$ cat src/rtl/stx_pkg.sv
`timescale 1ns/1ps
package stx_pkg;

    localparam int unsigned SMP_W = 16;

    typedef enum logic {
        FMT_LJ  = 1'b0,
        FMT_I2S = 1'b1
    } fmt_e;

    // per-system-clock slot control produced by the clock sense stage
    typedef struct packed {
        logic tick;     // bit-clock falling edge seen this cycle
        logic start;    // own half-frame begins on this tick
        logic stop;     // other channel's half-frame on this tick
        logic own_now;  // word clock currently in own phase
        logic own_q;    // phase recorded at the last tick
    } slot_ctl_t;

    typedef struct packed {
        logic bit_o;
        logic en;
    } line_t;

    function automatic fmt_e fmt_of(input logic strap);
        return strap ? FMT_I2S : FMT_LJ;
    endfunction

endpackage

$ cat src/rtl/stx_clk_sense.sv
`timescale 1ns/1ps
module stx_clk_sense
    import stx_pkg::*;
(
    input  logic      clk,
    input  logic      clr,
    input  logic      bclk,
    input  logic      wclk,
    input  logic      chan_right,
    output slot_ctl_t ctl
);

    logic bclk_q;
    logic armed_q;
    logic own_q;
    logic tick;
    logic own_now;

    assign tick    = bclk_q & ~bclk;
    assign own_now = (wclk == chan_right);

    always_ff @(posedge clk) begin
        if (clr) begin
            bclk_q  <= 1'b0;
            armed_q <= 1'b0;
            own_q   <= 1'b0;
        end else begin
            bclk_q <= bclk;
            if (tick) begin
                armed_q <= 1'b1;
                own_q   <= own_now;
            end
        end
    end

    always_comb begin
        ctl.tick    = tick;
        ctl.own_now = own_now;
        ctl.own_q   = own_q;
        ctl.start   = tick & armed_q & own_now & ~own_q;
        ctl.stop    = tick & ~own_now;
    end

    // leaving clear, no phase has been observed yet
    a_r9_unarmed: assert property (@(posedge clk) disable iff (clr)
        $fell(clr) |-> (!armed_q && !own_q));

    // the recorded phase only moves on a bit-clock fall
    a_r2_phase_on_tick: assert property (@(posedge clk) disable iff (clr)
        !tick |=> $stable(own_q));

endmodule

$ cat src/rtl/stx_sample_hold.sv
`timescale 1ns/1ps
module stx_sample_hold #(
    parameter int unsigned W = stx_pkg::SMP_W
) (
    input  logic         clk,
    input  logic         clr,
    input  logic [W-1:0] smp_data,
    input  logic         smp_valid,
    output logic [W-1:0] held
);

    logic [W-1:0] held_q;

    always_ff @(posedge clk) begin
        if (clr) begin
            held_q <= '0;
        end else if (smp_valid) begin
            held_q <= smp_data;
        end
    end

    assign held = held_q;

    // the holding value moves only on a strobe
    a_r8_hold_steady: assert property (@(posedge clk) disable iff (clr)
        !smp_valid |=> $stable(held_q));

    // clear empties the holding register
    a_r9_hold_clear: assert property (@(posedge clk) disable iff (clr)
        $fell(clr) |-> (held_q == '0));

endmodule

$ cat src/rtl/stx_shifter.sv
`timescale 1ns/1ps
module stx_shifter
    import stx_pkg::*;
#(
    parameter int unsigned W = stx_pkg::SMP_W
) (
    input  logic         clk,
    input  logic         clr,
    input  fmt_e         fmt,
    input  slot_ctl_t    ctl,
    input  logic [W-1:0] word_i,
    output line_t        line
);

    localparam int unsigned MSB = W - 1;

    logic [W-1:0] sh_q;
    logic         bit_q;
    logic         en_q;

    // bit shown in slot 0 of an own half-frame
    function automatic logic lead_bit(input fmt_e f, input logic [W-1:0] w);
        return (f == FMT_I2S) ? 1'b0 : w[MSB];
    endfunction

    // contents left in the shifter after slot 0
    function automatic logic [W-1:0] preload(input fmt_e f, input logic [W-1:0] w);
        return (f == FMT_I2S) ? w : {w[MSB-1:0], 1'b0};
    endfunction

    always_ff @(posedge clk) begin
        if (clr) begin
            sh_q  <= '0;
            bit_q <= 1'b0;
            en_q  <= 1'b0;
        end else if (ctl.start) begin
            en_q  <= 1'b1;
            bit_q <= lead_bit(fmt, word_i);
            sh_q  <= preload(fmt, word_i);
        end else if (ctl.stop) begin
            en_q  <= 1'b0;
            bit_q <= 1'b0;
        end else if (ctl.tick && en_q) begin
            bit_q <= sh_q[MSB];
            sh_q  <= {sh_q[MSB-1:0], 1'b0};
        end
    end

    assign line.bit_o = bit_q;
    assign line.en    = en_q;

    // enable and data only move after a bit-clock fall
    a_r2_en_steady: assert property (@(posedge clk) disable iff (clr)
        !ctl.tick |=> $stable(en_q));
    a_r2_bit_steady: assert property (@(posedge clk) disable iff (clr)
        !ctl.tick |=> $stable(bit_q));

    // enabled only while the last sampled phase is our own
    a_r3_r4_own_phase: assert property (@(posedge clk) disable iff (clr)
        en_q |-> ctl.own_q);

    // I2S leads with a zero slot
    a_r5_i2s_lead: assert property (@(posedge clk) disable iff (clr)
        (ctl.start && fmt == FMT_I2S) |=> (en_q && !bit_q));

    // processor format leads with the MSB of the held sample
    a_r6_lj_lead: assert property (@(posedge clk) disable iff (clr)
        (ctl.start && fmt == FMT_LJ) |=> (en_q && bit_q == $past(word_i[MSB])));

    // clear leaves the line released and low
    a_r9_line_clear: assert property (@(posedge clk) disable iff (clr)
        $fell(clr) |-> (!en_q && !bit_q));

endmodule

$ cat src/rtl/stx_serial_tx.sv
`timescale 1ns/1ps
module stx_serial_tx
    import stx_pkg::*;
#(
    parameter int unsigned W = stx_pkg::SMP_W
) (
    input  logic         clk,
    input  logic         clr,
    input  logic         bclk,
    input  logic         wclk,
    input  logic         chan_right,
    input  logic         fmt_i2s,
    input  logic [W-1:0] smp_data,
    input  logic         smp_valid,
    output logic         sd_o,
    output logic         sd_oe
);

    slot_ctl_t    ctl;
    logic [W-1:0] held;
    line_t        line;
    fmt_e         fmt;

    assign fmt = fmt_of(fmt_i2s);

    stx_clk_sense u_sense (
        .clk        (clk),
        .clr        (clr),
        .bclk       (bclk),
        .wclk       (wclk),
        .chan_right (chan_right),
        .ctl        (ctl)
    );

    stx_sample_hold #(.W(W)) u_hold (
        .clk       (clk),
        .clr       (clr),
        .smp_data  (smp_data),
        .smp_valid (smp_valid),
        .held      (held)
    );

    stx_shifter #(.W(W)) u_shift (
        .clk    (clk),
        .clr    (clr),
        .fmt    (fmt),
        .ctl    (ctl),
        .word_i (held),
        .line   (line)
    );

    assign sd_o  = line.bit_o;
    assign sd_oe = line.en;

    // released data is always low
    a_r9_low_when_off: assert property (@(posedge clk) disable iff (clr)
        !sd_oe |-> !sd_o);

endmodule

$ cat config.mk
export PLATFORM = sky130hd
export DESIGN_NAME = stx_serial_tx
export DESIGN_NICKNAME = d
export VERILOG_FILES = /design/src/rtl/stx_pkg.sv /design/src/rtl/stx_clk_sense.sv /design/src/rtl/stx_sample_hold.sv /design/src/rtl/stx_shifter.sv /design/src/rtl/stx_serial_tx.sv
export SDC_FILE = /design/constraint.sdc
export NUM_CORES = 1
export LEC_CHECK = 0
export ABC_AREA = 1
export BUFFER_PORTS_ARGS = -buffer_cell sky130_fd_sc_hd__buf_2
export CAP_MARGIN = 10
export CORE_ASPECT_RATIO = 2
export CORE_MARGIN = 3
export CORE_UTILIZATION = 40
export DETAILED_ROUTE_END_ITERATION = 8
export HOLD_SLACK_MARGIN = 0.02
export PLACE_DENSITY = 0.65
export SYNTH_ARGS = -nofsm -noshare
export SYNTH_HDL_FRONTEND = slang
export SYNTH_SLANG_ARGS = --single-unit
export TNS_END_PERCENT = 20
$ cat constraint.sdc
create_clock -name clk -period 2.4 [get_ports clk]
set_input_delay 0.12 -clock clk [delete_from_list [all_inputs] [get_ports clk]]
set_output_delay 0.12 -clock clk [all_outputs]
set_load 0.01 [all_outputs]
==> key figures <==
Status
  – Run status: completed

CTS
  – Root buf cell: clkbuf_8
  – Clock Latency Late Sink: 290 ps
  – Clock-pin slew on the worst setup and hold paths: 70 ps
  – Clock sink count: 37
  – CTS tree: yes
  – H-tree levels: 2
  – CTS resizes: 0
  – Bufs on Longest Clock Path: 2
  – CTS buffer count: 5

STA
  – Worst slew pin tran: 775 ps
  – Fin crit period: 1420 ps
  – Final Max Slew Viols: 0
  – Setup violators final: 0
  – FMAX: 704 MHz
  – Final worst slack: 979 ps
  – RSZ-0062 raised after global routing: false
  – Final hold vios: 0
  – Final Skew: 4.70 ps
  – WHS: 58.1 ps
  – Final worst-path cycle share: 59.2%
  – Slew headroom: 48.1%
  – Final setup TNS: 0 ps

Setup path
  – FF-to-FF End: u_shift.sh_q[2]
  – Crit path DAT: 1610 ps
  – CP Capture Point: u_shift.sh_q[2]
  – Worst path required time: 2590 ps
  – CP startpoint: u_sense.armed_q
  – Crit path max fanout: 32
  – Reg2Reg Setup Slack: 980 ps
  – Kind of critical path: flop to flop
  – Worst Setup End Kind: flop
  – Crit path largest cell delay: 620 ps
  – Worst path bufs/invs: 1
  – Largest delay contributor family on the critical path: compound AO/OA/AOI/OAI gates
  – Worst Setup Start Kind: flop
  – Worst path depth: 6
  – Crit path cell chain: inv_1 -> nor2_1 -> o211ai_4 -> nand2_1 -> nand2_1 -> nor2_1
  – R2R Path Start: u_sense.armed_q
  – CP max-delay cell: o211ai_4
  – Reg2Reg Depth: 6

Yosys
  – Post-synth net total: 324
  – Synth Warn #: 0
  – FF+latch count, synth: 37
  – Avg Synthesized Cell Area: 6.27 um2
  – Library cells used by synthesis: 19
  – Sequential share of the synthesized area: 39.2%
  – Post-Syn Instances: 301
  – Synthesized cell area: 0.00189 mm2

Route
  – Router iterations before antenna repair: 4
  – Via density: 4.56
  – DRC Markers: 0
  – Via count: 1704
  – DRT iter0 DRCs: 36
  – Final wirelength: 3.62 mm
  – Routed Antenna Nets: 0
  – Routed WL per cell: 9.67 um

Power
  – Reg power frac: 54.2%
  – Leakage: 0.00115 uW
  – Switching Share: 24.4%
  – Clock Power Share: 35.8%
  – Psw: 293 uW
  – Gate power share: 9.9%
  – Maximum vdd ir drop: 0.388 mV
  – PwrDens: 573 mW/mm2
  – Power Internal: 910 uW

GRT
  – Initial antenna violation count: 0
  – Vias in the first global route: 1589
  – Overall Global Routing Usage: 15.3%
  – Grt ovf: 0
  – Global-route wire length before repair: 6.48 mm
  – Largest net degree at the start of global routing: 33

Final layout
  – Nets: 343
  – Share of cells above drive strength 1: 12.5%
  – Core Util, Final: 47.0%
  – P&R area growth vs syn: 11.3%
  – Ant diodes: 0
  – Fill count: 473

Place
  – RD Place Congestion: 0.753
  – Final HPWL DP: 2.61 mm
  – Dpl ws: 962 ps
  – # port buffers: 24

Min path
  – Worst min path class: input pin to flop

Floorplan
  – Row cnt: 34
  – # IOs: 25
  – Starting Density: 42.3%
  – Core area: 0.00447 mm2
  – Die W: 54.6 um
  – Die Ht: 103 um
  – Total Die Area: 0.00563 mm2

Flow run
  – Max-cap violations: 0
==> layer usage <==
| layer | GRT usage [%] | up-vias | routed length [um] |
|---|---|---|---|
| li1 | - | 953 | - |
| met2 | 27.1 | 20 | 1860 |
| met4 | 6.91 | 0 | 80 |
| met3 | 3.04 | 8 | 103 |
| met1 | 16.6 | 723 | 1570 |
| met5 | 0 | - | 0 |
==> power by group through the flow <==
| stage | Sequential [uW] | Clock, uW | Combinational [uW] |
|---|---|---|---|
| 6_report | 652 | 431 | 120 |
| 3_5_place_dp | 666 | 0 | 120 |
| 3_3_place_gp | 666 | 0 | 119 |
| 2_1_floorplan | 664 | 0 | 87.1 |
| 4_1_cts | 652 | 449 | 122 |
| 5_1_grt | 655 | 472 | 140 |
==> layout by cell type (no fill, tap or decap) <==
cell type and instances:
a21oi_1 9, buf_2 24, buf_4 1, clkbuf_1 1, clkbuf_8 6, clkinv_1 1, dfxtp_1 37, dlygate4sd3_1 1
inv_1 32, inv_2 1, nand2_1 102, nand2_2 2, nand2_4 3, nand3_1 17, nor2_1 55, nor2_2 1
nor2_8 1, o211ai_4 1, o21ai_0 24, o21bai_1 1
==> area by class of cell <==
| type | count | area (um2) | area share, % |
|---|---|---|---|
| multi-input combinational | 216 | 941 | 44.8 |
| timing repair buffer | 26 | 138 | 6.55 |
| clock buffer | 7 | 86.3 | 4.11 |
| tap | 54 | 67.6 | 3.22 |
| inverter | 34 | 128 | 6.08 |
| sequential | 37 | 741 | 35.3 |
==> tightest hold or removal path: cells and delay by family <==
family        cells  cell delay, ps
simple gates      2             110
buf+inv           1              80
==> cell usage after synthesis <==
library cell,instances,share of area (%)
nand2_1,102,20
clkbuf_1,4,0.79
buf_2,6,1.6
o21ai_0,24,6.4
o211ai_4,1,1.1
nor2_8,1,1.1
a21oi_1,9,2.4
buf_6,1,0.60
nand2_4,3,1.8
inv_1,32,6.4
dfxtp_1,37,39
nand2_2,2,0.66
o21bai_1,1,0.40
clkinv_1,1,0.20
nand3_1,17,4.5
nor2_1,55,11
inv_2,1,0.20
nor2_2,1,0.33
buf_4,3,1.2
==> cell families after synthesis <==
kind of cell           Yosys count  share of synthesized area [%]
buffers and inverters           48                           10.9
AOI/OAI and AO/OA               35                           10.3
and+or+nand+nor                181                           39.6
DFF                             37                           39.2
==> state kept, by name, indices dropped and copies added (netlist names) <==
register         cells
u_hold.held         16
u_sense.armed_q      1
u_sense.bclk_q       1
u_sense.own_q        1
u_shift.bit_q        1
u_shift.en_q         1
u_shift.sh_q        16
==> worst min-delay path by stage <==
stage	from	end	cells past startpoint
6_report	smp_data[5]	u_hold.held[5]	3
2_1_floorplan	clr	u_sense.armed_q	1
5_1_grt	smp_data[1]	u_hold.held[1]	3
3_3_place_gp	clr	u_sense.bclk_q	2
3_5_place_dp	clr	u_sense.armed_q	2
4_1_cts	smp_data[14]	u_hold.held[14]	3
==> per-stage QoR <==
step	area (um2)	instances	total power (uW)
after CTS	2100	374	1220
after detailed placement	2000	366	787
after floorplan	1890	301	751
final	2100	374	1200
after global placement	2000	366	785
after global routing	2100	374	1270
==> what timing repair did <==
item,4_1_cts,5_1_grt
hold buffers,1,0
setup buffers,0,0
hold endpoints to repair,2,0
Power figures use the tool's default switching activity.
